<file path="config.mk">
export PLATFORM = sky130hd
export DESIGN_NAME = canrx_queue
export DESIGN_NICKNAME = d
export VERILOG_FILES = /design/src/rtl/canrxq_pkg.sv /design/src/rtl/canrxq_ctrl.sv /design/src/rtl/canrxq_store.sv /design/src/rtl/canrx_queue.sv
export SDC_FILE = /design/constraint.sdc
export NUM_CORES = 1
export LEC_CHECK = 0
export CORE_MARGIN = 2
export CORE_UTILIZATION = 40
export DETAILED_ROUTE_END_ITERATION = 8
export PLACE_DENSITY = 0.67
export SYNTH_ARGS = -nofsm -noshare
export SYNTH_HDL_FRONTEND = slang
export SYNTH_SLANG_ARGS = --single-unit
</file>
<file path="constraint.sdc">
create_clock -name clk -period 7.1 [get_ports clk]
set_input_delay 2.13 -clock clk [delete_from_list [all_inputs] [get_ports clk]]
set_output_delay 2.13 -clock clk [all_outputs]
set_load 0.01 [all_outputs]
</file>
<file path="src/rtl/canrxq_pkg.sv">
package canrxq_pkg;
    localparam int QDEPTH = 3;
    localparam int SLOT_W = 2;

    typedef struct packed {
        logic [SLOT_W-1:0] rd_ptr;
        logic [SLOT_W-1:0] count;
        logic              ovr;
    } rxq_state_t;
endpackage

</file>
<file path="src/rtl/canrxq_ctrl.sv">
module canrxq_ctrl
    import canrxq_pkg::*;
(
    input  logic              clk,
    input  logic              rst_n,
    input  logic              push,
    input  logic              pop,
    input  logic              ovr_clr,
    input  logic              lock_on_full,
    output logic              wr_en,
    output logic [SLOT_W-1:0] wr_slot,
    output logic [SLOT_W-1:0] rd_slot,
    output logic [SLOT_W-1:0] count,
    output logic              full,
    output logic              ovr
);
    rxq_state_t s_d, s_q;

    logic pop_ok, full_now, overflow, accept;

    function automatic logic [SLOT_W-1:0] wrap(input logic [SLOT_W:0] sum);
        logic [SLOT_W:0] r;
        r = (sum >= (SLOT_W+1)'(QDEPTH)) ? sum - (SLOT_W+1)'(QDEPTH) : sum;
        return r[SLOT_W-1:0];
    endfunction

    always_comb begin
        s_d      = s_q;
        wr_en    = 1'b0;
        wr_slot  = '0;
        full_now = (s_q.count == SLOT_W'(QDEPTH));
        pop_ok   = pop && (s_q.count != '0);
        overflow = push && full_now && !pop_ok;
        accept   = push && !overflow;

        if (accept) begin
            wr_en   = 1'b1;
            wr_slot = wrap({1'b0, s_q.rd_ptr} + {1'b0, s_q.count});
        end else if (overflow && !lock_on_full) begin
            wr_en   = 1'b1;
            wr_slot = wrap({1'b0, s_q.rd_ptr} + (SLOT_W+1)'(QDEPTH - 1));
        end

        if (pop_ok) begin
            s_d.rd_ptr = wrap({1'b0, s_q.rd_ptr} + (SLOT_W+1)'(1));
        end

        case ({accept, pop_ok})
            2'b10:   s_d.count = s_q.count + SLOT_W'(1);
            2'b01:   s_d.count = s_q.count - SLOT_W'(1);
            default: s_d.count = s_q.count;
        endcase

        s_d.ovr = overflow || (s_q.ovr && !ovr_clr);
    end

    always_ff @(posedge clk or negedge rst_n) begin
        if (!rst_n) s_q <= '0;
        else        s_q <= s_d;
    end

    assign rd_slot = s_q.rd_ptr;
    assign count   = s_q.count;
    assign full    = full_now;
    assign ovr     = s_q.ovr;


    grow_chk: assert property (@(posedge clk) disable iff (!rst_n)
        (push && !pop && s_q.count < SLOT_W'(QDEPTH)) |=> (s_q.count == $past(s_q.count) + SLOT_W'(1)));


    no_underflow_chk: assert property (@(posedge clk) disable iff (!rst_n)
        (pop && !push && s_q.count == '0) |=> (s_q.count == '0));


    ovr_set_chk: assert property (@(posedge clk) disable iff (!rst_n)
        (push && !pop && s_q.count == SLOT_W'(QDEPTH)) |=> s_q.ovr);


    ovr_hold_chk: assert property (@(posedge clk) disable iff (!rst_n)
        (s_q.ovr && !ovr_clr) |=> s_q.ovr);


    swap_full_chk: assert property (@(posedge clk) disable iff (!rst_n)
        (push && pop && s_q.count == SLOT_W'(QDEPTH) && !ovr_clr)
            |=> (s_q.count == SLOT_W'(QDEPTH) && s_q.ovr == $past(s_q.ovr)));
endmodule

</file>
<file path="src/rtl/canrxq_store.sv">
module canrxq_store
    import canrxq_pkg::*;
#(
    parameter int WORD_W = 32,
    localparam int FRM_W = 4 * WORD_W
) (
    input  logic              clk,
    input  logic              rst_n,
    input  logic              wr_en,
    input  logic [SLOT_W-1:0] wr_slot,
    input  logic [FRM_W-1:0]  wr_frame,
    input  logic [SLOT_W-1:0] rd_slot,
    output logic [FRM_W-1:0]  head_frame
);
    logic [FRM_W-1:0] slot_d [QDEPTH];
    logic [FRM_W-1:0] slot_q [QDEPTH];

    for (genvar g = 0; g < QDEPTH; g++) begin : g_slot
        always_comb begin
            slot_d[g] = slot_q[g];
            if (wr_en && wr_slot == SLOT_W'(g)) slot_d[g] = wr_frame;
        end

        always_ff @(posedge clk or negedge rst_n) begin
            if (!rst_n) slot_q[g] <= '0;
            else        slot_q[g] <= slot_d[g];
        end
    end

    always_comb begin
        head_frame = slot_q[0];
        for (int k = 1; k < QDEPTH; k++) begin
            if (rd_slot == SLOT_W'(k)) head_frame = slot_q[k];
        end
    end


    slot_guard_chk: assert property (@(posedge clk) disable iff (!rst_n)
        !wr_en |=> (slot_q[0] == $past(slot_q[0]) && slot_q[1] == $past(slot_q[1])
                    && slot_q[2] == $past(slot_q[2])));
endmodule

</file>
<file path="src/rtl/canrx_queue.sv">
module canrx_queue
    import canrxq_pkg::*;
#(
    parameter int WORD_W = 32
) (
    input  logic              clk,
    input  logic              rst_n,
    input  logic              lock_on_full,
    input  logic              frm_valid,
    input  logic [WORD_W-1:0] frm_id,
    input  logic [WORD_W-1:0] frm_prop,
    input  logic [WORD_W-1:0] frm_dlo,
    input  logic [WORD_W-1:0] frm_dhi,
    input  logic              rel_pulse,
    input  logic              ovr_clr,
    output logic [WORD_W-1:0] head_id,
    output logic [WORD_W-1:0] head_prop,
    output logic [WORD_W-1:0] head_dlo,
    output logic [WORD_W-1:0] head_dhi,
    output logic [1:0]        level,
    output logic              full,
    output logic              overrun,
    output logic              irq_pending,
    output logic              irq_full,
    output logic              irq_overrun
);
    localparam int FRM_W = 4 * WORD_W;

    logic              wr_en;
    logic [SLOT_W-1:0] wr_slot, rd_slot, cnt;
    logic [FRM_W-1:0]  head_frame;

    canrxq_ctrl u_ctrl (
        .clk          (clk),
        .rst_n        (rst_n),
        .push         (frm_valid),
        .pop          (rel_pulse),
        .ovr_clr      (ovr_clr),
        .lock_on_full (lock_on_full),
        .wr_en        (wr_en),
        .wr_slot      (wr_slot),
        .rd_slot      (rd_slot),
        .count        (cnt),
        .full         (full),
        .ovr          (overrun)
    );

    canrxq_store #(.WORD_W(WORD_W)) u_store (
        .clk        (clk),
        .rst_n      (rst_n),
        .wr_en      (wr_en),
        .wr_slot    (wr_slot),
        .wr_frame   ({frm_id, frm_prop, frm_dlo, frm_dhi}),
        .rd_slot    (rd_slot),
        .head_frame (head_frame)
    );

    assign {head_id, head_prop, head_dlo, head_dhi} = head_frame;
    assign level       = cnt;
    assign irq_pending = (cnt != '0);
    assign irq_full    = full;
    assign irq_overrun = overrun;


    pend_irq_chk: assert property (@(posedge clk) disable iff (!rst_n)
        (frm_valid && !rel_pulse) |=> irq_pending);
endmodule

</file>
# Yosys cells after proc, flatten, opt, wreduce, memory -nomap -nowiden
# Cells that the tools add are included.
dict set report totals {
  elab_cells 51
  input_bits 134
  out_inout_bits 135
  ff_bits 389
}
dict set report classes {
  n_mux 10
  n_addsub 8
  eq_ne 7
  reduce_logical 17
  order_cmp 3
}
# operator n
set ops {}
lappend ops {{$mux 128} 2}
lappend ops {{$mux 2} 5}
lappend ops {{$ge 3x2->1 const B} 3}
lappend ops {{$logic_and 1x1->1} 9}
lappend ops {{$eq 2x2->1 const B} 4}
lappend ops {{$eq 2x1->1 const B} 3}
lappend ops {{$sub 2x2->2 const B} 3}
lappend ops {{$logic_not 1->1} 4}
lappend ops {{$pmux 2 s2} 1}
lappend ops {{$reduce_bool 2->1} 2}
lappend ops {{$add 2x1->3 const B} 1}
lappend ops {{$add 2x2->3} 1}
lappend ops {{$add 2x2->3 const B} 1}
lappend ops {{$add 2x1->2 const B} 1}
lappend ops {{$logic_not 2->1} 1}
lappend ops {{$mux 1} 2}
lappend ops {{$sub 2x1->2 const B} 1}
lappend ops {{$logic_or 1x1->1} 1}

# Longest topological paths before layout
# Gate-level depths: netlist of the first run.
dict set report logic_depth {
  word_depth 9
  depth_mapped 11
  ltp_nobuf 9
}

# By module
# A second synthesis of the first run with hierarchy kept.
dict set report unflattened {
  hier_cells 1291
  area_unflattened_um2 18987.0
}
# mod seq_area_each_um2 cells_each area_per_inst_um2 instances
set by_module_without_submodules {}
lappend by_module_without_submodules {canrxq_store 9609.2 1240 18519.0 1}
lappend by_module_without_submodules {canrxq_ctrl 125.1 48 446.7 1}
lappend by_module_without_submodules {canrx_queue 0.0 3 21.3 1}

# Least setup slack after synthesis of the first run
# No wires, ideal clock.
dict set report synth_timing {
  kind {register to output}
  from {register u_ctrl.s_q (netlist bit u_ctrl.rd_slot[1])}
  to {output head_id[0]}
  t_required_ps 4970
  stages_incl_launch_ff 8
  slack_ps 3163
  path_buffers 3
  t_arrival_ps 1807
  path_cell_list {dfrtp_1 inv_1 ha_1 clkbuf_1 buf_2 clkbuf_1 mux2i_1 o21ai_0}
}
dict set report synth_via {
  elab_chain_cells 3
  elab_cells_between_ends 4
  classes_between {eq/ne (2); mux (2)}
}
# element line
set synth_rtl {}
lappend synth_rtl {{start, declared} canrxq_ctrl.sv:17} ;# rxq_state_t s_d, s_q;
lappend synth_rtl {{start signal, assigned} canrxq_ctrl.sv:58} ;# if (!rst_n) s_q <= '0;
lappend synth_rtl {{start signal, assigned} canrxq_ctrl.sv:59} ;# else s_q <= s_d;
lappend synth_rtl {{$eq 2x1->1} canrxq_store.sv:33} ;# if (rd_slot == SLOT_W'(k)) head_frame = slot_q[k];
lappend synth_rtl {{$mux 128} canrxq_store.sv:33}
lappend synth_rtl {{$mux 128 (*)} canrxq_store.sv:33}
lappend synth_rtl {{end, declared} canrx_queue.sv:16} ;# output logic [WORD_W-1:0] head_id,
# Every way passes the cells marked *; elsewhere a longest branch is shown, timed or not.

# Worst setup path after layout of the first run
dict set report layout_timing {
  from {register u_ctrl.s_q (netlist bit u_ctrl.rd_slot[1])}
  to {output head_dlo[25]}
}
dict set report layout_via {
  elab_chain_cells 3
  elab_cells_between_ends 4
  classes_between {eq/ne (2); mux (2)}
}
# element line
set layout_rtl {}
lappend layout_rtl {{$eq 2x1->1} canrxq_store.sv:33}
lappend layout_rtl {{$mux 128} canrxq_store.sv:33}
lappend layout_rtl {{$mux 128 (*)} canrxq_store.sv:33}
lappend layout_rtl {{end, declared} canrx_queue.sv:18} ;# output logic [WORD_W-1:0] head_dlo,
# Marked as above.

==> flow_metrics.py, run 1 <==
metrics = {
    "status": {
        "outcome": "finished, final reports clean",
    },
    "floorplan": {
        "die_y_microns": 227,
        "start_util_pct": 40.6,
        "io_pins": 269,
        "core-area_sq_um": 49000,
        "rows": 81,
        "die-area_sq_um": 51500,
        "die_width_microns": 227,
    },
    "clock_network": {
        "cts.sinks": 389,
        "clk_path_buf_depth": 3,
        "hold_buffers": 0,
        "cts_tree": "yes",
        "post-cts-setup-buffers": 0,
        "cts_buffers": 45,
        "cts_max_level": 2,
        "root_buffer": "clkbuf_16",
        "clkTransAtPathRegs_ns": 0.05,
        "cts-resized-gates": 0,
        "clk_latency_ns": 0.56,
    },
    "synth": {
        "synth_area_per_cell_sq_um": 11.4,
        "synthDistinctLibCells": 33,
        "synth_top_family_by_area": "multiplexers",
        "yosys_warnings": 0,
        "ys_ff_latch": 389,
        "synthCells": 1745,
        "synth_compound_area_share_pct": 13.3,
        "ys_seq_area_share_pct": 49.0,
        "synthMuxAreaShare_pct": 23.3,
        "ys_top_cells_by_area": "dfrtp_1, o211ai_1, mux2_4",
        "syn-num-nets": 1887,
        "synth_fa_ha_area_share_pct": 0.541,
        "synth_area_leader_cell": "dfrtp_1",
        "synthXorXnorAreaFrac_pct": 0.0441,
        "synth_top_area_share_pct": 49.0,
        "synth_area_sq_um": 19900,
        "yosys.area_share.simple_pct": 9.34,
    },
    "critical_path": {
        "startpoint_type": "flop",
        "cp_max_fo": 44,
        "worstPathArrival_ns": 3.48,
        "crit_type": "flop to output port",
        "cp.required_ns": 4.97,
        "end_kind": "output port",
    },
    "timing": {
        "worst_slack_ns": 1.49,
        "fin_tns_setup_ns": 0,
        "setup_viol": 0,
        "final_max_slew_viol_count": 0,
        "period_minus_slack_ns": 5.61,
        "rsz0062_at_grt": "false",
        "hold_violations": 0,
        "tightest_slew_ns": 1.14,
        "post-route-period-util_pct": 79.1,
        "max-slew-margin-rel_pct": 24.2,
        "clock.fmax_mhz": 178,
        "finClkSkew_ns": 0.0116,
        "worst_hold_slack_ns": 0.505,
    },
    "routing": {
        "post_drt_wl_per_cell_microns": 19.4,
        "drcViolationCount": 0,
        "num_vias": 14200,
        "wl_microns": 50900,
        "drt_first_pass_iters": 5,
        "ant_nets": 0,
        "vias_per_cell": 5.41,
        "dr.first_iter.drc_count": 1006,
    },
    "power_and_ir_drop": {
        "power_leakage_nw": 9.68,
        "ir_worst_vdd_v": 0.000696,
        "power_density_nw_per_um2": 657,
    },
    "placed_design": {
        "place_hpwl_microns": 30100,
        "dpl.cell_count": 2540,
        "dp_slack_ns": 2.01,
        "port_buffers": 268,
        "place_congestion": 0.728,
        "placed_cell_area_sq_um": 22900,
    },
    "global_route": {
        "track_usage_pct": 19.9,
        "grt.busiest_layer": "met2",
        "grt_pass1_wl_microns": 81700,
        "grt_overflow_total": 0,
        "grt_pass1_vias": 14600,
        "met2_usage_pct": 30.9,
        "grt_util_met3_pct": 3.62,
        "grt_max_degree": 138,
        "antenna_found_initial": 0,
        "met1_usage_pct": 28.9,
    },
    "worst_hold_path": {
        "hp-class": "flop to flop",
    },
    "layout": {
        "drive_gt1_share_pct": 18.6,
        "design_area_sq_um": 24400,
        "num-nets-final": 2065,
        "diodes": 0,
        "area_growth_pct": 22.6,
        "fin_cells": 2624,
    },
    "job": {
        "maxCapViolations": 0,
    },
}
-- synthesized netlist by cell type (all sizes together) --
cell / number
dfrtp: 389
nand2: 259
mux2: 258
o211ai: 257
nand2b: 131
o21ai: 130
mux2i: 128
buf: 81
clkbuf: 78
ha: 7
inv: 7
nand4b: 3
a21oi: 2
a211o: 1
a21boi: 1
and3b: 1
fa: 1
nand3b: 1
nor2: 1
nor2b: 1
nor3: 1
o2111ai: 1
o211a: 1
o21a: 1
o22ai: 1
o31a: 1
or2: 1
xor2: 1
-- cell type report --
| type | instances | area (sq um) |
|---|---|---|
| repair buffers | 290 | 2950 |
| clock buffers | 64 | 1320 |
| multi-input cells | 1190 | 9310 |
| clock inverters | 20 | 188 |
| flip-flops and latches | 389 | 9730 |
| well taps | 664 | 831 |
| inverters | 7 | 26.3 |
| fillers | 4280 | 24600 |
-- state kept, by name, summed over array words and instances (netlist names) --
name	cells
u_ctrl.count	2
u_ctrl.ovr	1
u_ctrl.rd_slot	2
u_store.slot_q	384
-- logic make-up after synthesis --
family / Yosys count
DFF: 389
buffers and inverters: 166
adders and majority gates: 8
muxes: 386
and+or+nand+nor: 399
xor gates and xnor gates: 1
AOI/OAI and AO/OA: 396
-- stage by stage --
step	utilization, %	total power, mW
after floorplan	-	10.8
after global placement	46.7	13.5
after detailed placement	46.7	13.8
after CTS	49.8	16.2
after global routing	49.8	17.1
final	49.8	16.0
-- worst paths after layout --
kind / slack, ns / cells past startpoint / from / to
hold reg to reg: 0.51 / 1 / u_store.slot_q[107]$_DFFE_PN0P_ / u_store.slot_q[107]$_DFFE_PN0P_
max in group asynchronous: 4.16 / 2 / rst_n / u_store.slot_q[35]$_DFFE_PN0P_
setup / recovery: 1.49 / 6 / u_ctrl.rd_slot[1]$_DFFE_PN0N_ / head_dlo[25]
setup reg to reg: 3.02 / 10 / u_ctrl.count[0]$_DFFE_PN0P_ / u_store.slot_q[224]$_DFFE_PN0P_
min in group asynchronous: 1.55 / 1 / rst_n / u_store.slot_q[6]$_DFFE_PN0P_
hold / removal: 0.51 / 1 / u_store.slot_q[107]$_DFFE_PN0P_ / u_store.slot_q[107]$_DFFE_PN0P_
-- critical path, stage by stage, from the launching register on --
cell	delay (ns)
dfrtp_1	0.44
inv_1	0.18
ha_4	0.66
buf_12	0.40
mux2i_1	0.12
o21ai_0	0.43
clkdlybuf4s50_1	0.64
-- per-layer routing --
metal | up-vias | part of all wire (%) | wire length, microns
li1 | 6579 | - | -
met1 | 7195 | 49 | 24700
met2 | 363 | 45 | 22700
met3 | 62 | 5.2 | 2660
met4 | 0 | 1.6 | 826
met5 | - | 0 | 0
-- placed cells by master (no fill, tap or decap), drive strengths merged, types with 2 or more instances in the layout --
cell | netlist | layout
a21oi | 2 | 2
buf | 81 | 24
bufinv | 0 | 3
clkbuf | 78 | 64
clkdlybuf4s50 | 0 | 266
clkinv | 0 | 14
clkinvlp | 0 | 2
dfrtp | 389 | 389
ha | 7 | 7
inv | 7 | 8
mux2 | 258 | 258
mux2i | 128 | 128
nand2 | 259 | 259
nand2b | 131 | 131
nand4b | 3 | 3
o211ai | 257 | 257
o21ai | 130 | 130
-- power by group --
| part | internal (mW) | leakage (nW) | switching, mW |
|---|---|---|---|
| Sequential | 3.43 | 4.40 | 0.659 |
| Clock | 1.41 | 0.750 | 0.946 |
| Combinational | 4.95 | 4.54 | 4.63 |
Note: power is estimated with default switching activity, not from simulation.
==> run 2: changes to the inputs <==
- clock period: 7.1 -> 5.6 ns (I/O delays scaled with it)
==> flow_metrics.py, run 2 (synthesized netlist as in run 1, its figures left out) <==
metrics = {
    "global_route": {
        "grt.busiest_layer": "met2",
        "antenna_found_initial": 0,
        "grt_util_met3_pct": 3.65,
        "track_usage_pct": 20.0,
        "grt_max_degree": 200,
        "met2_usage_pct": 30.6,
        "met1_usage_pct": 29.1,
        "grt_overflow_total": 0,
        "grt_pass1_vias": 14700,
        "grt_pass1_wl_microns": 81800,
    },
    "timing": {
        "post-route-period-util_pct": 88.8,
        "hold_violations": 0,
        "fin_tns_setup_ns": 0,
        "rsz0062_at_grt": "false",
        "final_max_slew_viol_count": 0,
        "tightest_slew_ns": 0.952,
        "worst_hold_slack_ns": 0.501,
        "finClkSkew_ns": 0.0184,
        "clock.fmax_mhz": 201,
        "setup_viol": 0,
        "period_minus_slack_ns": 4.97,
        "max-slew-margin-rel_pct": 36.6,
    },
    "job": {
        "maxCapViolations": 0,
    },
    "routing": {
        "post_drt_wl_per_cell_microns": 19.5,
        "drt_first_pass_iters": 5,
        "ant_nets": 0,
        "dr.first_iter.drc_count": 1012,
        "num_vias": 14300,
        "drcViolationCount": 0,
        "wl_microns": 51400,
        "vias_per_cell": 5.44,
    },
    "power_and_ir_drop": {
        "power_leakage_nw": 9.78,
        "pwr-share-clk_pct": 15.0,
        "ir_worst_vdd_v": 0.00104,
        "internal_power_mw": 12.7,
        "power_frac_seq_pct": 25.2,
        "comb_power_share_pct": 59.9,
        "switching_share_pct": 38.6,
        "netSwitchingPower_mw": 7.96,
        "power_density_nw_per_um2": 839,
    },
    "layout": {
        "layout_commonest_cell": "dfrtp_1",
        "drive_gt1_share_pct": 18.8,
        "largest_register_ffs": 384,
        "n_fill_cell": 4273,
        "num-nets-final": 2076,
        "seq_area_sq_um": 9730,
        "largest-register": "u_store.slot_q",
        "diodes": 0,
        "multi_input_area_sq_um": 9310,
        "area_growth_pct": 23.7,
        "final_cell_mix": "dfrtp_1, clkdlybuf4s50_1, nand2_1, o211ai_1, mux2_2",
    },
    "critical_path": {
        "cp_max_fo": 51,
        "worstPathArrival_ns": 3.29,
        "end_kind": "output port",
        "cp_slowest_cell": "clkdlybuf4s50_1",
        "worst-path-buf-inv": 3,
        "slowest_delay_ns": 0.63,
        "startpoint_type": "flop",
        "crit_type": "flop to output port",
        "path_cells": "inv_1 > ha_4 > buf_12 > mux2i_1 > o21ai_0 > clkdlybuf4s50_1",
        "cp.required_ns": 3.92,
        "critical_path.top_delay_family": "buffers and inverters",
    },
    "floorplan": {
        "start_util_pct": 40.6,
        "core-area_sq_um": 49000,
        "rows": 81,
        "die_width_microns": 227,
        "die_y_microns": 227,
        "io_pins": 269,
        "die-area_sq_um": 51500,
    },
    "clock_network": {
        "cts_buffers": 46,
        "clk_latency_ns": 0.57,
        "root_buffer": "clkbuf_16",
        "post-cts-setup-buffers": 0,
        "cts_tree": "yes",
        "cts_max_level": 2,
        "cts.sinks": 389,
        "clkTransAtPathRegs_ns": 0.05,
        "cts-resized-gates": 0,
        "clk_path_buf_depth": 3,
        "hold_buffers": 0,
    },
    "status": {
        "outcome": "finished, final reports clean",
    },
    "placed_design": {
        "place_congestion": 0.761,
        "port_buffers": 268,
        "place_hpwl_microns": 30900,
    },
    "worst_hold_path": {
        "hp-class": "flop to flop",
    },
}
run 2: cell types whose count changed in the layout (fill, tap and decap cells not counted):
cell	change
buf_12	+7
inv_8	+1
clkbuf_1	+4
bufinv_16	+1
clkinvlp_4	-1
clkinv_2	-8
clkinv_4	-1
buf_4	+3
clkbuf_16	+2
run 2: power by group through the flow:
stage               clock (mW)  sequential, mW  combinational, mW
CTS                       3.17            5.18               12.5
detailed placement           0            5.20               12.4
global route              3.29            5.36               13.4
finish                    3.08            5.19               12.4
floorplan                    0            4.97               8.76
global placement             0            5.12               12.2
run 2: per-layer routing:
layer	part of all wire (%)	wire length, microns	vias to the layer above
met5	0	0	-
met4	1.8	919	0
met3	5.1	2630	65
met2	45	23000	364
met1	48	24800	7293
li1	-	-	6597
run 2: worst paths after layout:
check                           cells past startpoint                               to                      startpoint  slack [ns]
worst min register to register                      1   u_store.slot_q[45]$_DFFE_PN0P_  u_store.slot_q[45]$_DFFE_PN0P_        0.50
max in group asynchronous                           2   u_store.slot_q[73]$_DFFE_PN0P_                           rst_n        3.25
worst max register to register                     10  u_store.slot_q[311]$_DFFE_PN0P_     u_ctrl.count[0]$_DFFE_PN0P_        2.15
worst max-delay path                                6                      head_dhi[0]   u_ctrl.rd_slot[1]$_DFFE_PN0N_        0.63
min in group asynchronous                           1  u_store.slot_q[264]$_DFFE_PN0P_                           rst_n        1.15
worst min-delay path                                1   u_store.slot_q[45]$_DFFE_PN0P_  u_store.slot_q[45]$_DFFE_PN0P_        0.50
run 2: final cells by class:
type	instances	share of cell area, %
Sequential cell	389	39.6
Multi-Input combinational cell	1190	37.9
Timing Repair Buffer	300	12.7
Clock buffer	70	5.64
Tap cell	664	3.38
Clock inverter	12	0.703
Inverter	7	0.107
run 2: per-stage QoR:
stage | instances | setup WS, ns | power [mW] | util (%) | area (sq um)
after CTS | 2632 | 0.575 | 20.8 | 50.2 | 24600
after floorplan | 1745 | 2.11 | 13.7 | - | 19900
after global routing | 2632 | 0.427 | 22.0 | 50.2 | 24600
final | 2632 | 0.627 | 20.6 | 50.2 | 24600
after detailed placement | 2550 | 1.07 | 17.6 | 47.0 | 23000
after global placement | 2550 | 1.15 | 17.3 | 47.0 | 23000
==> run 3: changes to the inputs <==
- ABC_AREA: unset -> 1
- CAP_MARGIN: unset -> 30
- PLACE_DENSITY: 0.67 -> 0.68
==> flow_metrics.py, run 3 <==
metrics = {
    "status": {
        "outcome": "complete, but fails checks",
        "violations": "slew limit",
    },
    "critical_path": {
        "startpoint": "u_ctrl.rd_slot[1]$_DFFE_PN0N_",
        "cp_slowest_cell": "clkdlybuf4s50_1",
        "worst-path-buf-inv": 4,
        "cp_max_fo": 54,
        "critical_path.top_delay_family": "buffers and inverters",
        "startpoint_type": "flop",
        "cp.required_ns": 3.92,
        "worstPathArrival_ns": 3.28,
        "rr_endpoint": "u_store.slot_q[254]$_DFFE_PN0P_",
        "path_depth": 7,
        "r2r_cells": 13,
        "r2r_slack_ns": 1.76,
        "rr_startpoint": "u_ctrl.rd_slot[0]$_DFFE_PN0P_",
        "slowest_delay_ns": 0.62,
        "crit_end": "head_id[4]",
        "path_cells": "inv_1 > ha_4 > inv_4 > buf_12 > nand2_1 > a21oi_1 > clkdlybuf4s50_1",
        "crit_type": "flop to output port",
        "end_kind": "output port",
    },
    "layout": {
        "area_growth_pct": 23.4,
        "design_area_sq_um": 23700,
        "layout_commonest_cell": "nand2_1",
        "largest_register_ffs": 384,
        "drive_gt1_share_pct": 4.60,
        "largest-register": "u_store.slot_q",
        "num-nets-final": 2741,
        "final_cell_mix": "nand2_1, dfrtp_1, clkdlybuf4s50_1, nand3_1, a21oi_1",
        "fin_cells": 3250,
    },
    "timing": {
        "tightest_slew_ns": 1.59,
        "post-route-period-util_pct": 88.5,
        "clock.fmax_mhz": 202,
        "rsz0062_at_grt": "false",
        "setup_viol": 0,
        "final_max_slew_viol_count": 89,
        "finClkSkew_ns": 0.0190,
        "max-slew-margin-rel_pct": -5.89,
        "hold_violations": 0,
        "period_minus_slack_ns": 4.96,
        "fin_tns_setup_ns": 0,
    },
    "synth": {
        "synth_top_area_share_pct": 50.8,
        "ys_top_cells_by_area": "dfrtp_1, nand2_1, nand3_1",
        "yosys_warnings": 0,
        "synth_area_sq_um": 19200,
        "synthDistinctLibCells": 24,
        "syn-num-nets": 2589,
        "ys_seq_area_share_pct": 50.8,
        "synth_area_per_cell_sq_um": 7.84,
        "ys_ff_latch": 389,
        "async_flop_share_pct": 100,
        "synth_flop_cell": "dfrtp_1",
        "synth.most_common_cell": "nand2_1",
        "synth_commonest_cells": "nand2_1, dfrtp_1, nand3_1",
        "synthCells": 2447,
        "synth_area_leader_cell": "dfrtp_1",
        "synth_edf_count": 0,
    },
    "job": {
        "maxCapViolations": 0,
    },
    "floorplan": {
        "start_util_pct": 40.3,
        "die-area_sq_um": 49700,
        "die_y_microns": 223,
        "core-area_sq_um": 47500,
        "io_pins": 269,
        "rows": 80,
        "die_width_microns": 223,
    },
    "routing": {
        "vias_per_cell": 5.41,
        "drcViolationCount": 0,
        "drt_first_pass_iters": 6,
        "dr.first_iter.drc_count": 1573,
        "wl_microns": 60100,
        "ant_nets": 0,
        "num_vias": 17600,
        "post_drt_wl_per_cell_microns": 18.5,
    },
    "clock_network": {
        "clk_latency_ns": 0.57,
        "post-cts-setup-buffers": 0,
        "cts.sinks": 389,
        "hold_buffers": 0,
        "clkTransAtPathRegs_ns": 0.06,
        "cts_buffers": 44,
        "clk_path_buf_depth": 3,
        "root_buffer": "clkbuf_16",
        "cts_max_level": 2,
        "cts_tree": "yes",
        "cts-resized-gates": 0,
    },
    "power_and_ir_drop": {
        "switching_share_pct": 46.8,
        "totalPowerFinal_mw": 18.8,
        "power_frac_seq_pct": 26.3,
        "internal_power_mw": 10.0,
        "power_leakage_nw": 11.8,
        "comb_power_share_pct": 58.2,
        "netSwitchingPower_mw": 8.79,
        "pwr-share-clk_pct": 15.5,
        "power_density_nw_per_um2": 794,
        "ir_worst_vdd_v": 0.000793,
    },
    "worst_hold_path": {
        "hp-start": "u_store.slot_q[76]$_DFFE_PN0P_",
        "hp-class": "flop to flop",
    },
    "global_route": {
        "grt_overflow_total": 0,
        "grt_max_degree": 231,
        "grt_pass1_vias": 17400,
        "track_usage_pct": 24.0,
        "antenna_found_initial": 6,
        "grt_pass1_wl_microns": 95500,
    },
    "placed_design": {
        "place_hpwl_microns": 32800,
        "placed_cell_area_sq_um": 22200,
        "place_congestion": 0.811,
        "port_buffers": 268,
        "dpl.cell_count": 3168,
    },
}
run 3: cell types whose count changed in the layout (fill, tap and decap cells not counted), moves of 5 or more:
| cell | change |
|---|---|
| mux2_2 | -138 |
| o21bai_1 | +128 |
| clkbuf_8 | +5 |
| nand2b_1 | -131 |
| nand3_1 | +261 |
| nor2_1 | +128 |
| clkinv_2 | +5 |
| o211ai_1 | -256 |
| inv_1 | +136 |
| mux2_4 | -120 |
| nand2_1 | +527 |
| a21oi_1 | +254 |
| mux2i_1 | -128 |
| clkbuf_1 | -5 |
run 3: cell type report:
class | instances | area [sq um]
Antenna cell | 3 | 7.51
Clock inverter | 13 | 119
Clock buffer | 66 | 1340
Fill cell | 4464 | 23900
Sequential cell | 389 | 9730
Timing Repair Buffer | 304 | 3220
Tap cell | 615 | 769
Inverter | 146 | 556
Multi-Input combinational cell | 1714 | 7930
run 3: logic make-up after synthesis:
logic type,count (synthesis),share of synthesized area [%]
AND/OR/NAND/NOR,1184,25.0
buffers and inverters,344,8.35
AO/OA/AOI/OAI,521,15.3
XOR/XNOR,1,0.0457
adder cells (fa/ha/maj),8,0.561
flip-flops,389,50.8
run 3: routing by layer:
metal	share of wire, %	track usage [%]	wire, microns
met5	0.072	0	43
met4	2.4	8.05	1420
met3	6.7	3.90	4010
met2	48	39.5	28800
met1	43	32.3	25900
run 3: worst reg2reg max path: stages (launching register included):
cell and delay [ns]:
dfrtp_1 0.46, ha_1 0.20, inv_1 0.05, fa_1 0.49, inv_1 0.07, ha_1 0.19, nor2_1 0.17, nand2_1 0.10
nand2_1 0.07, nand2_1 0.16, nand2_8 0.27, buf_12 0.47, o21ai_0 0.94, nand2_1 0.12
run 3: power by group through the flow:
stage / clock, mW / combinational (mW) / sequential, mW
final: 2.92 / 10.9 / 4.94
after CTS: 2.97 / 11.0 / 4.92
after global routing: 3.09 / 12.1 / 5.08
after floorplan: 0 / 6.84 / 4.78
after global placement: 0 / 10.6 / 4.90
after detailed placement: 0 / 10.9 / 4.95
run 3: worst min path at each step:
stage | endpoint | slack (ns) | cells past startpoint
6_report | u_store.slot_q[76]$_DFFE_PN0P_ | 0.47 | 2
5_1_grt | u_store.slot_q[105]$_DFFE_PN0P_ | 0.49 | 2
4_1_cts | u_store.slot_q[62]$_DFFE_PN0P_ | 0.47 | 2
3_5_place_dp | u_store.slot_q[78]$_DFFE_PN0P_ | 0.46 | 2
3_3_place_gp | u_store.slot_q[37]$_DFFE_PN0P_ | 0.45 | 2
2_1_floorplan | u_store.slot_q[0]$_DFFE_PN0P_ | 0.44 | 2
run 3: metrics by stage:
| step | util, % | hold slack [ns] | worst slack [ns] |
|---|---|---|---|
| 4_1_cts | 49.8 | 0.473 | 0.632 |
| 3_3_place_gp | 46.6 | 0.453 | 1.15 |
| 2_1_floorplan | - | 0.443 | 2.32 |
| 5_1_grt | 49.8 | 0.492 | 0.520 |
| 3_5_place_dp | 46.7 | 0.459 | 1.11 |
| 6_report | 49.8 | 0.471 | 0.641 |
